## src/rtl/alarm_pkg.sv

```systemverilog
package alarm_pkg;

    localparam int ALARMS = 4;
    localparam int ADDR_W = 8;
    localparam int DATA_W = 32;

    localparam logic [ADDR_W-1:0] OFS_TGT_BASE = 8'h10;
    localparam logic [ADDR_W-1:0] OFS_ARMED    = 8'h20;
    localparam logic [ADDR_W-1:0] OFS_RAW      = 8'h3C;
    localparam logic [ADDR_W-1:0] OFS_EN       = 8'h40;
    localparam logic [ADDR_W-1:0] OFS_FRC      = 8'h44;
    localparam logic [ADDR_W-1:0] OFS_STAT     = 8'h48;

    typedef struct packed {
        logic              valid;
        logic [ADDR_W-1:0] addr;
        logic [DATA_W-1:0] data;
    } reg_wr_t;

    typedef enum logic [2:0] {
        SEL_NONE,
        SEL_TGT,
        SEL_ARMED,
        SEL_RAW,
        SEL_EN,
        SEL_FRC,
        SEL_STAT
    } reg_sel_e;

    function automatic logic [ADDR_W-1:0] tgt_ofs(input int idx);
        return OFS_TGT_BASE + ADDR_W'(4 * idx);
    endfunction

    function automatic reg_sel_e classify(input logic [ADDR_W-1:0] a, input int n);
        reg_sel_e s;
        s = SEL_NONE;
        if (a >= OFS_TGT_BASE && a < tgt_ofs(n) && a[1:0] == 2'b00) s = SEL_TGT;
        else if (a == OFS_ARMED) s = SEL_ARMED;
        else if (a == OFS_RAW)   s = SEL_RAW;
        else if (a == OFS_EN)    s = SEL_EN;
        else if (a == OFS_FRC)   s = SEL_FRC;
        else if (a == OFS_STAT)  s = SEL_STAT;
        return s;
    endfunction

endpackage

```

## src/rtl/alarm_wr_decode.sv

```systemverilog
module alarm_wr_decode
    import alarm_pkg::*;
#(
    parameter int N = ALARMS
) (
    input  reg_wr_t      wr,
    input  logic         lock,
    output logic [N-1:0] tgt_we,
    output logic [N-1:0] armed_clr,
    output logic [N-1:0] raw_clr,
    output logic         en_we,
    output logic         frc_we
);
    logic     accept;
    reg_sel_e sel;

    assign accept = wr.valid && !lock;
    assign sel    = classify(wr.addr, N);

    always_comb begin
        tgt_we    = '0;
        armed_clr = '0;
        raw_clr   = '0;
        en_we     = 1'b0;
        frc_we    = 1'b0;
        if (accept) begin
            unique case (sel)
                SEL_TGT: begin
                    for (int i = 0; i < N; i++) begin
                        if (wr.addr == tgt_ofs(i)) tgt_we[i] = 1'b1;
                    end
                end
                SEL_ARMED: armed_clr = wr.data[N-1:0];
                SEL_RAW:   raw_clr   = wr.data[N-1:0];
                SEL_EN:    en_we     = 1'b1;
                SEL_FRC:   frc_we    = 1'b1;
                default: ;
            endcase
        end
    end
endmodule

```

## src/rtl/alarm_slot.sv

```systemverilog
module alarm_slot
    import alarm_pkg::*;
(
    input  logic              clk,
    input  logic              rst,
    input  logic              tgt_we,
    input  logic [DATA_W-1:0] wdata,
    input  logic              disarm,
    input  logic              raw_clr,
    input  logic [DATA_W-1:0] time_lo,
    output logic [DATA_W-1:0] target,
    output logic              armed,
    output logic              raw,
    output logic              hit
);
    assign hit = armed && (target == time_lo);

    always_ff @(posedge clk) begin
        if (rst) begin
            target <= '0;
            armed  <= 1'b0;
            raw    <= 1'b0;
        end else begin
            if (tgt_we) target <= wdata;

            if (tgt_we)              armed <= 1'b1;
            else if (hit || disarm)  armed <= 1'b0;

            if (hit)          raw <= 1'b1;
            else if (raw_clr) raw <= 1'b0;
        end
    end
endmodule

```

## src/rtl/alarm_irq_mask.sv

```systemverilog
module alarm_irq_mask
    import alarm_pkg::*;
#(
    parameter int N = ALARMS
) (
    input  logic         clk,
    input  logic         rst,
    input  logic         en_we,
    input  logic         frc_we,
    input  logic [N-1:0] wdata,
    input  logic [N-1:0] raw,
    output logic [N-1:0] en,
    output logic [N-1:0] frc,
    output logic [N-1:0] status,
    output logic         irq
);
    always_ff @(posedge clk) begin
        if (rst) begin
            en  <= '0;
            frc <= '0;
        end else begin
            if (en_we)  en  <= wdata;
            if (frc_we) frc <= wdata;
        end
    end

    assign status = (raw | frc) & en;
    assign irq    = |status;
endmodule

```

## src/rtl/match_alarm_unit.sv

```systemverilog
module match_alarm_unit
    import alarm_pkg::*;
#(
    parameter int N_ALARMS = ALARMS,
    parameter int AW       = ADDR_W,
    parameter int DW       = DATA_W
) (
    input  logic          clk,
    input  logic          rst,
    input  logic          reg_wr,
    input  logic [AW-1:0] reg_addr,
    input  logic [DW-1:0] reg_wdata,
    output logic [DW-1:0] reg_rdata,
    input  logic [DW-1:0] time_lo,
    input  logic          wr_lock,
    output logic          irq
);
    reg_wr_t                      wr;
    logic [N_ALARMS-1:0]          tgt_we, armed_clr, raw_clr;
    logic                         en_we, frc_we;
    logic [N_ALARMS-1:0][DW-1:0]  tgt_arr;
    logic [N_ALARMS-1:0]          armed_vec, raw_vec, hit_vec;
    logic [N_ALARMS-1:0]          en_vec, frc_vec, stat_vec;

    assign wr.valid = reg_wr;
    assign wr.addr  = reg_addr;
    assign wr.data  = reg_wdata;

    alarm_wr_decode #(.N(N_ALARMS)) u_dec (
        .wr        (wr),
        .lock      (wr_lock),
        .tgt_we    (tgt_we),
        .armed_clr (armed_clr),
        .raw_clr   (raw_clr),
        .en_we     (en_we),
        .frc_we    (frc_we)
    );

    for (genvar g = 0; g < N_ALARMS; g++) begin : g_slot
        alarm_slot u_slot (
            .clk     (clk),
            .rst     (rst),
            .tgt_we  (tgt_we[g]),
            .wdata   (reg_wdata),
            .disarm  (armed_clr[g]),
            .raw_clr (raw_clr[g]),
            .time_lo (time_lo),
            .target  (tgt_arr[g]),
            .armed   (armed_vec[g]),
            .raw     (raw_vec[g]),
            .hit     (hit_vec[g])
        );
    end

    alarm_irq_mask #(.N(N_ALARMS)) u_mask (
        .clk    (clk),
        .rst    (rst),
        .en_we  (en_we),
        .frc_we (frc_we),
        .wdata  (reg_wdata[N_ALARMS-1:0]),
        .raw    (raw_vec),
        .en     (en_vec),
        .frc    (frc_vec),
        .status (stat_vec),
        .irq    (irq)
    );

    always_comb begin
        reg_rdata = '0;
        unique case (classify(reg_addr, N_ALARMS))
            SEL_TGT: begin
                for (int i = 0; i < N_ALARMS; i++) begin
                    if (reg_addr == tgt_ofs(i)) reg_rdata = tgt_arr[i];
                end
            end
            SEL_ARMED: reg_rdata = DW'(armed_vec);
            SEL_RAW:   reg_rdata = DW'(raw_vec);
            SEL_EN:    reg_rdata = DW'(en_vec);
            SEL_FRC:   reg_rdata = DW'(frc_vec);
            SEL_STAT:  reg_rdata = DW'(stat_vec);
            default:   reg_rdata = '0;
        endcase
    end
endmodule

```

## config.mk

```make
export PLATFORM = sky130hd
export DESIGN_NAME = match_alarm_unit
export DESIGN_NICKNAME = d
export VERILOG_FILES = /design/src/rtl/alarm_pkg.sv /design/src/rtl/alarm_wr_decode.sv /design/src/rtl/alarm_slot.sv /design/src/rtl/alarm_irq_mask.sv /design/src/rtl/match_alarm_unit.sv
export SDC_FILE = /design/constraint.sdc
export NUM_CORES = 1
export LEC_CHECK = 0
export CELL_PAD_IN_SITES_DETAIL_PLACEMENT = 0
export CELL_PAD_IN_SITES_GLOBAL_PLACEMENT = 1
export CORE_MARGIN = 1.5
export CORE_UTILIZATION = 45
export CTS_BUF_LIST = sky130_fd_sc_hd__clkbuf_4
export DETAILED_ROUTE_END_ITERATION = 8
export GPL_TIMING_DRIVEN = 0
export PLACE_DENSITY_LB_ADDON = 0.15
export SETUP_SLACK_MARGIN = 0.5
export SYNTH_ARGS = -nofsm -noshare
export SYNTH_HDL_FRONTEND = slang
export SYNTH_SLANG_ARGS = --single-unit
```

## constraint.sdc

```tcl
create_clock -name clk -period 4.9 [get_ports clk]
set_clock_uncertainty 0.15 [all_clocks]
set_input_delay 0.98 -clock clk [delete_from_list [all_inputs] [get_ports clk]]
set_output_delay 0.98 -clock clk [all_outputs]
set_load 0.1 [all_outputs]
```

==> summary.txt, run 1 <==
commonest non-fill, non-tap cell in the layout: nand2_1
share of layout cells above drive strength 1: 0.108
clock-pin slew on the worst setup and hold paths: 0.13 ns
CP required: 3.77 ns
number of buffers added on ports: 75
Placed Area: 0.00872 mm^2
post-route design area: 0.00915 mm^2
Final setup viols: 0
grt ovf: 0
row count: 47
Clock power frac: 0.403
NetSw: 616 uW
synthesized flop and latch total: 144
status: completed
WL/cell: 22.5 um
Worst slew margin: 0.360
global-route usage over all layers: 0.337
cells after synthesis: 1005
Synth cell types: 44
Slew Limit Fails: 0
synthesized-area fraction occupied by adder cells: 0
first-pass GRT wire length: 44200 um
Comb power frac: 0.095
Die X: 134 um
slew of the pin with the lowest slew margin: 0.958 ns
Critical Path AT: 3.26 ns
multiplexer share of the synthesized area: 0.0182
post-synthesis simple-gate area fraction: 0.236
Crit Path Class: in2out
DRT iter0 DRCs: 965
r2r endpoint: g_slot[1].u_slot.armed
vias in the first global route: 7091
final period demand of the worst path: 4.39 ns
VDD IR max: 0.154 mV
Post-Synth XOR/XNOR Area: 0.146
Seq/Total Area, Yosys: 0.375
CP max FO: 10
CTS Hold Bufs: 0
Worst Setup SP: reg_addr[7]
WL final: 30100 um
main combinational cell family by area after synthesis: simple AND/OR/NAND/NOR gates
starting density of the core: 0.462
commonest cells after routing, fill and taps aside: 322 x nand2_1, 144 x dfxtp_1, 128 x a21oi_1
worst r2r path cells: 5
Hold Path Cell Cnt: 2
max-cap violation count: 0
CTS Buf Count: 17
Fin. Hold Viols: 0
TritonCTS Sinks: 144
CTS tree: built
HP Class: reg2reg
Reg-to-Reg Start: g_slot[1].u_slot.target[29]
number of enable flip-flop cells after synthesis: 0
Ys Warns: 0
hold slack: 0.343 ns
clock buffer depth: 2
first-pass iteration count of the detailed router: 5
Mapped Nets: 1081
initial antenna violation count: 1
CORE AREA: 0.0166 mm^2
Final Net Count: 1179
ANT nets after route: 0
vias per cell: 5.79
dpl hpwl: 21900 um
area grow syn2layout: 18.9%
maximum clock frequency: 0.228 GHz
die area: 0.0179 mm^2
Hold Crit Endpoint: g_slot[2].u_slot.target[29]
GPL Wtd Cong: 1.02
Synth Area in Compound Gates: 0.160
Worst-Skew Late Latency: 0.59 ns
crit path launch type: primary input
fraction of registers with async set/reset: 0
Primary FF master, synth: dfxtp_1
drt drc: 0
CP Capture Type: output pin
IO Count: 109
switch share: 0.265
syn avg cell area: 7.65 um^2
pin count of the biggest net entering global routing: 17
Power Internal: 1710 uW
Final Cycle Share: 0.895
HP Start: g_slot[2].u_slot.target[29]
Synth Cell Area: 0.00769 mm^2
sequential power share: 0.503
Die Y: 134 um
Root Driver: clkbuf_4
Max H-tree Level: 4
PD cells: 255 mW/mm^2
RSZ-0062 raised after global routing: yes
leakage power: 0.00312 uW
register-to-register setup slack: 2.74 ns
DR vias: 7748
==> per-layer routing <==
| metal | global-route usage | vias to the layer above | share of wire |
|---|---|---|---|
| li1 | - | 3603 | - |
| met4 | 0.153 | 0 | 0.042 |
| met5 | 0 | - | 0 |
| met3 | 0.0525 | 77 | 0.087 |
| met2 | 0.532 | 420 | 0.46 |
| met1 | 0.453 | 3648 | 0.41 |
==> synth_stat cells, types with 4 or more instances <==
cell type / number / area [um^2]
and2_1: 6 / 37.5
nor3_1: 6 / 30.0
buf_1: 4 / 15.0
o21ai_0: 19 / 95.1
a21o_1: 4 / 30.0
nand3_1: 10 / 50.1
mux2i_1: 14 / 140
nand2_1: 322 / 1210
a22o_1: 5 / 43.8
a222oi_1: 27 / 270
nor4_1: 11 / 68.8
a22oi_1: 6 / 45.0
xor2_1: 16 / 140
buf_4: 9 / 67.6
nand4_1: 27 / 169
dfxtp_1: 144 / 2880
xnor2_1: 112 / 981
buf_6: 10 / 113
a21oi_1: 128 / 641
nor2_1: 12 / 45.0
inv_1: 6 / 22.5
buf_2: 18 / 90.1
clkbuf_1: 52 / 195
nor2b_1: 5 / 31.3
==> registers in the layout (all words and copies together) (netlist names) <==
name,cells
g_slot.u_slot.raw,4
u_mask.frc,4
u_mask.en,4
g_slot.u_slot.armed,4
g_slot.u_slot.target,128
==> critical path, cell delays in order <==
cell             delay [ns]
clkdlybuf4s50_1        0.44
or3_1                  0.40
buf_6                  0.16
nor4_2                 0.29
buf_4                  0.24
buf_4                  0.24
a222oi_1               0.10
nand2_1                0.14
buf_6                  0.24
==> power by group through the flow <==
stage | sequential [uW] | combinational (uW) | clock [uW]
2_1_floorplan | 1200 | 104 | 0
3_5_place_dp | 1200 | 213 | 0
5_1_grt | 1170 | 228 | 988
4_1_cts | 1170 | 215 | 940
3_3_place_gp | 1200 | 214 | 0
6_report | 1170 | 220 | 938
==> cell families after synthesis <==
logic type	Yosys count
xor gates and xnor gates	128
and+or+nand+nor	419
muxes	14
buffers and inverters	99
AOI/OAI and AO/OA	201
DFF	144
==> timing repair <==
item                       in CTS  in global routing
cloned                          0                  0
setup endpoints to repair      32                 30
gates resized for setup       206                 23
setup buffers                   0                  4
==> worst max path at each step <==
stage	end	slack [ns]
floorplan	reg_rdata[11]	0.81
global placement	reg_rdata[31]	-0.86
detailed placement	reg_rdata[31]	-0.81
CTS	reg_rdata[31]	0.46
global route	reg_rdata[31]	0.44
finish	reg_rdata[31]	0.51
==> stage by stage <==
| step | setup WS (ns) | cells | TNS [ns] | utilization | total power [uW] |
|---|---|---|---|---|---|
| finish | 0.514 | 1338 | 0 | 0.550 | 2330 |
| global route | 0.444 | 1338 | 0 | 0.550 | 2390 |
| CTS | 0.456 | 1332 | 0 | 0.543 | 2330 |
| detailed placement | -0.812 | 1300 | -20.56 | 0.524 | 1410 |
| global placement | -0.860 | 1300 | -21.12 | 0.524 | 1410 |
| floorplan | 0.815 | 1005 | 0 | - | 1300 |
==> layout make-up <==
class	instances	area, um^2
multi-input cells	762	4340
repair buffers	79	752
diodes	2	5.00
fillers	1677	7500
flip-flops and latches	144	2880
well taps	220	275
clock buffers	18	135
inverters	6	22.5
clock inverters	14	213
plain buffers	93	519
(Power assumes the default switching activity.)
==> run 2, diff against run 1 <==
- ABC_CLOCK_PERIOD_IN_PS: unset -> 4900
- CORE_UTILIZATION: 45 -> 44
- CTS_BUF_LIST: sky130_fd_sc_hd__clkbuf_4 -> unset
==> run 2 against run 1 <==
  * Routed wire length increased by 3.0%
  * Register-to-register slack improved by 0.03 ns
  * Sequential power is essentially flat
  * Combinational power is essentially flat
  * Hold slack lost 0.011 ns
  * Critical path depth unchanged
  * Die area grew 2.2%
  * Setup slack improved by 0.034 ns
  * Via count is 0.37% lower
  * Final area is 2.3% higher
  * Sequential cell count unchanged
  * Largest cell class unchanged
==> summary.txt, run 2 (synthesis gave the netlist of run 1 again) <==
die area: 0.0183 mm^2 (+2.2%)
maximum clock frequency: 0.230 GHz (+0.78%)
WL/cell: 23.2 um (+2.9%)
vias per cell: 5.76 (-0.45%)
Die Y: 135 um (+1.1%)
Final Cycle Share: 0.888 (-0.00695)
area taken by multi-input logic gates: 0.00433 mm^2 (-0.20%)
ANT cells: 0 (-2)
Root Driver: clkbuf_16
HP Class: reg2reg
dpl hpwl: 22400 um (+2.5%)
initial antenna violation count: 0 (-1)
row count: 48 (+2.1%)
drt drc: 0 (unchanged)
Max H-tree Level: 4 (unchanged)
vias in the first global route: 7093 (+0.028%)
first-pass iteration count of the detailed router: 6 (+1)
Largest Register: g_slot.u_slot.target
starting density of the core: 0.448 (-0.0144)
DRT iter0 DRCs: 904 (-6.3%)
leakage power: 0.00321 uW (+2.8%)
VDD IR max: 0.253 mV (+64%)
Crit Path Class: in2out
DR vias: 7719 (-0.37%)
clock buffer depth: 2 (unchanged)
CP max FO: 10 (unchanged)
Largest register FFs: 128 (unchanged)
RSZ-0062 raised after global routing: yes
Reg area: 0.00288 mm^2 (unchanged)
grt ovf: 0 (unchanged)
Placed Area: 0.00873 mm^2 (about the same)
Worst slew margin: 0.357 (-0.00228)
Final Power: 2700 uW (+16%)
status: completed
Final Net Count: 1178 (-0.085%)
clock-pin slew on the worst setup and hold paths: 0.06 ns (-0.07 ns)
fin cells: 1339 (+0.075%)
PD cells: 289 mW/mm^2 (+13%)
CORE AREA: 0.0172 mm^2 (+3.2%)
Critical Path AT: 3.22 ns (-0.04 ns)
post-route design area: 0.00936 mm^2 (+2.3%)
Slew Limit Fails: 0 (unchanged)
CP Capture Type: output pin
CTS Hold Bufs: 0 (unchanged)
GPL Wtd Cong: 1.02 (-0.63%)
ANT nets after route: 0 (unchanged)
Die X: 135 um (+1.1%)
CTS tree: built
Fillers: 1718 (+2.4%)
Fin. Hold Viols: 0 (unchanged)
crit path launch type: primary input
Worst-Skew Late Latency: 0.44 ns (-0.15 ns)
first-pass GRT wire length: 45800 um (+3.7%)
max-cap violation count: 0 (unchanged)
number of buffers added on ports: 75 (unchanged)
pin count of the biggest net entering global routing: 17 (unchanged)
commonest cells after routing, fill and taps aside: 322 x nand2_1, 144 x dfxtp_1, 128 x a21oi_1
CTS Buf Count: 17 (unchanged)
WL final: 31000 um (+3.0%)
share of layout cells above drive strength 1: 0.107 (-0.000705)
Placed Cells: 1305 (+0.38%)
TritonCTS Sinks: 144 (unchanged)
commonest non-fill, non-tap cell in the layout: nand2_1
slew of the pin with the lowest slew margin: 0.961 ns (+0.00341 ns)
global-route usage over all layers: 0.346 (+0.00941)
final period demand of the worst path: 4.35 ns (-0.0341 ns)
area grow syn2layout: 21.7%
Final setup viols: 0 (unchanged)
CP required: 3.77 ns (about the same)
IO Count: 109 (unchanged)
-- run 2: cell types whose count changed in the layout (fill, tap and decap cells not counted), moves of 2 or more --
cell       before  now
buf_12          0    2
buf_4          30   38
buf_6          26   18
bufinv_16       5    2
clkbuf_16       0   17
clkbuf_4       26    6
clkinv_1        2    0
diode_2         2    0
-- run 2: what timing repair did --
| action | 4_1_cts | 5_1_grt |
|---|---|---|
| endpoints found under the setup margin | 32 | 31 |
| buffers inserted | 3 | 0 |
| gates resized for setup | 206 | 20 |
| pin swaps | 0 | 3 |
-- run 2: area by class of cell --
| cell class | count | area share |
|---|---|---|
| Tap cell | 225 | 0.0301 |
| Inverter | 6 | 0.00241 |
| Sequential cell | 144 | 0.308 |
| Clock inverter | 12 | 0.0146 |
| Clock buffer | 19 | 0.0473 |
| Timing Repair Buffer | 78 | 0.0777 |
| Buffer | 93 | 0.0571 |
| Multi-Input combinational cell | 762 | 0.463 |
-- run 2: power breakdown --
group	internal (uW)	switching, uW
registers	1170	0.0558
clock network	763	548
logic	80.2	142
-- run 2: worst paths after layout --
kind                                     from  slack [ns]                           to  cells after the start
setup / recovery                  reg_addr[7]        0.55                reg_rdata[31]                      9
hold / removal    g_slot[3].u_slot.target[14]        0.33  g_slot[3].u_slot.target[14]                      2
setup reg to reg   g_slot[1].u_slot.target[6]        2.77       g_slot[1].u_slot.armed                      5
hold reg to reg   g_slot[3].u_slot.target[14]        0.33  g_slot[3].u_slot.target[14]                      2
-- run 2: through the flow --
stage | hold slack [ns] | utilization | TNS [ns] | worst slack (ns)
5_1_grt | 0.354 | 0.545 | 0 | 0.481
2_1_floorplan | 0.307 | - | 0 | 0.815
3_3_place_gp | 0.318 | 0.508 | -20.69 | -0.969
4_1_cts | 0.331 | 0.541 | 0 | 0.489
6_report | 0.332 | 0.545 | 0 | 0.548
3_5_place_dp | 0.323 | 0.508 | -20.31 | -0.946
-- run 2: critical path, cell delays in order --
cell	delay [ns]
clkdlybuf4s50_1	0.44
or3_1	0.39
buf_6	0.15
and3b_1	0.25
buf_4	0.23
buf_6	0.22
a222oi_1	0.13
nand2_1	0.21
buf_12	0.21
-- run 2: layer usage --
layer	track usage	vias up	part of all wire	wire, um
met4	0.130	0	0.036	1130
met5	0	-	0	0
met2	0.545	402	0.46	14200
li1	-	3598	-	-
met1	0.468	3652	0.42	13200
met3	0.0700	67	0.083	2590
==> run 3, diff against run 2 <==
- CORE_UTILIZATION: 44 -> 46
- SKIP_CTS_REPAIR_TIMING: unset -> 1
- SYNTH_HIERARCHICAL: unset -> 1
==> run 3 against run 2 <==
  * Cell count fell by 14%
  * Largest power group unchanged
  * Highest routed layer unchanged
  * Global-route usage is 6.1 points lower
  * Non-clock buffer count decreased by 15
  * Register-to-register slack improved by 0.07 ns
  * Sequential power barely moved
  * Fmax shrank 0.46%
==> summary.txt, run 3 <==
end of the critical path: reg_rdata[2]
r2r endpoint: g_slot[1].u_slot/raw
final period demand of the worst path: 4.37 ns (+0.0203 ns)
ANT cells: 0 (unchanged)
Max H-tree Level: 4 (unchanged)
first-pass iteration count of the detailed router: 5 (-1)
Final setup viols: 0 (unchanged)
die area: 0.0180 mm^2 (-1.3%)
PD cells: 278 mW/mm^2 (-3.8%)
ANT nets after route: 0 (unchanged)
CP Capture Type: output pin
commonest non-fill, non-tap cell in the layout: dfxtp_1
Synth Cell Area: 0.00794 mm^2 (+3.2%)
clock-pin slew on the worst setup and hold paths: 0.06 ns (about the same)
row count: 47 (-2.1%)
Largest Register: g_slot.u_slot/target
HP Start: g_slot[0].u_slot/armed
slew of the pin with the lowest slew margin: 0.960 ns (-0.00104 ns)
pin count of the biggest net entering global routing: 17 (unchanged)
area grow syn2layout: 22.7%
Slew Limit Fails: 0 (unchanged)
Placed Cells: 1122 (-14%)
Worst path slowest cell: clkdlybuf4s50_1
GPL Wtd Cong: 0.913 (-10%)
vias per cell: 5.71 (-1.0%)
status: completed
max-cap violation count: 0 (unchanged)
Final Net Count: 997 (-15%)
Die X: 134 um (-0.64%)
Reg-to-Reg Start: g_slot[1].u_slot/target[13]
Fin. Hold Viols: 0 (unchanged)
dpl ws: -0.224 ns (+0.721 ns)
Critical Path AT: 3.24 ns (+0.02 ns)
CORE AREA: 0.0167 mm^2 (-2.8%)
dpl hpwl: 18200 um (-19%)
worst r2r path cells: 5 (unchanged)
starting density of the core: 0.475 (+0.0274)
Die Y: 134 um (-0.64%)
Worst Setup SP: reg_addr[3]
grt ovf: 0 (unchanged)
area taken by multi-input logic gates: 0.00480 mm^2 (+11%)
DR vias: 6586 (-15%)
WL/cell: 22.2 um (-4.4%)
register-to-register setup slack: 2.84 ns (+0.07 ns)
Worst-Skew Late Latency: 0.42 ns (-0.02 ns)
final setup margin: 0.528 ns (-0.0203 ns)
CTS Buf Count: 17 (unchanged)
Final Power: 2710 uW (+0.11%)
maximum clock frequency: 0.229 GHz (-0.46%)
crit path launch type: primary input
vias in the first global route: 6553 (-7.6%)
initial antenna violation count: 0 (unchanged)
TritonCTS Sinks: 144 (unchanged)
DRT iter0 DRCs: 530 (-41%)
HP Class: reg2reg
Root Driver: clkbuf_16
WL final: 25600 um (-18%)
number of buffers added on ports: 107 (+43%)
clock buffer depth: 2 (unchanged)
first-pass GRT wire length: 37900 um (-17%)
Reg area: 0.00288 mm^2 (unchanged)
RSZ-0062 raised after global routing: yes
cells after synthesis: 795 (-21%)
CP max FO: 10 (unchanged)
leakage power: 0.00375 uW (+17%)
Mapped Nets: 871 (-19%)
crit-path max cell delay: 0.53 ns (+0.09 ns)
syn avg cell area: 9.98 um^2 (+30%)
IO Count: 109 (unchanged)
Ys Warns: 6 (+6)
commonest cells after routing, fill and taps aside: 144 x dfxtp_1, 143 x nor2_1, 140 x mux2i_1
CP required: 3.77 ns (about the same)
Final Cycle Share: 0.892 (+0.00414)
CTS tree: built
drt drc: 0 (unchanged)
Fillers: 1470 (-14%)
fin cells: 1154 (-14%)
Cell Chain, Critical Path: clkdlybuf4s50_1 -> buf_2 -> buf_6 -> clkbuf_4 -> a211oi_1 -> nor3_1 -> a211o_1 -> clkbuf_2
VDD IR max: 0.235 mV (-7.2%)
Largest register FFs: 128 (unchanged)
share of layout cells above drive strength 1: 0.148 (+0.0409)
global-route usage over all layers: 0.285 (-0.0611)
Crit Path Class: in2out
Worst slew margin: 0.358 (+0.000695)
run 3: metal layers:
metal  wire, um  up-vias  GRT usage  share of wire
met4        640        0     0.0980          0.025
met2      12300      290      0.485           0.48
met1      10900     3213      0.359           0.43
met5          0        -          0              0
li1           -     3038          -              -
met3       1710       45     0.0593          0.067
run 3: cell type report:
| type | count | area share |
|---|---|---|
| Multi-Input combinational cell | 598 | 0.493 |
| Sequential cell | 144 | 0.296 |
| Timing Repair Buffer | 107 | 0.0951 |
| Clock buffer | 17 | 0.0437 |
| Tap cell | 220 | 0.0283 |
| Buffer | 49 | 0.0261 |
| Clock inverter | 15 | 0.0166 |
| Inverter | 4 | 0.00154 |
run 3: power by group:
part / internal, uW / switching [uW]
Combinational: 103 / 145
Sequential: 1170 / 0.739
Clock: 755 / 531
run 3: worst min-delay path by stage:
stage | to | slack (ns) | depth (start not counted)
6_report | g_slot[0].u_slot/armed | 0.35 | 2
2_1_floorplan | g_slot[0].u_slot/raw | 0.32 | 1
5_1_grt | g_slot[0].u_slot/armed | 0.37 | 2
3_3_place_gp | g_slot[1].u_slot/armed | 0.33 | 2
4_1_cts | g_slot[0].u_slot/armed | 0.35 | 2
3_5_place_dp | g_slot[0].u_slot/armed | 0.34 | 2
run 3: metrics by stage:
| stage | instance area, um^2 | util | hold slack, ns | setup TNS, ns |
|---|---|---|---|---|
| 6_report | 9740 | 0.583 | 0.353 | 0 |
| 5_1_grt | 9740 | 0.583 | 0.368 | 0 |
| 4_1_cts | 9870 | 0.591 | 0.351 | -3.99 |
| 3_5_place_dp | 9280 | 0.556 | 0.341 | -3.64 |
| 3_3_place_gp | 9280 | 0.556 | 0.331 | -3.32 |
| 2_1_floorplan | 7940 | - | 0.318 | 0 |
run 3: worst max-delay path, delay by kind of cell:
family                 cells  cell delay [ns]
AOI/OAI and AO/OA          2             0.26
and+or+nand+nor            1             0.22
buffers and inverters      5             1.77
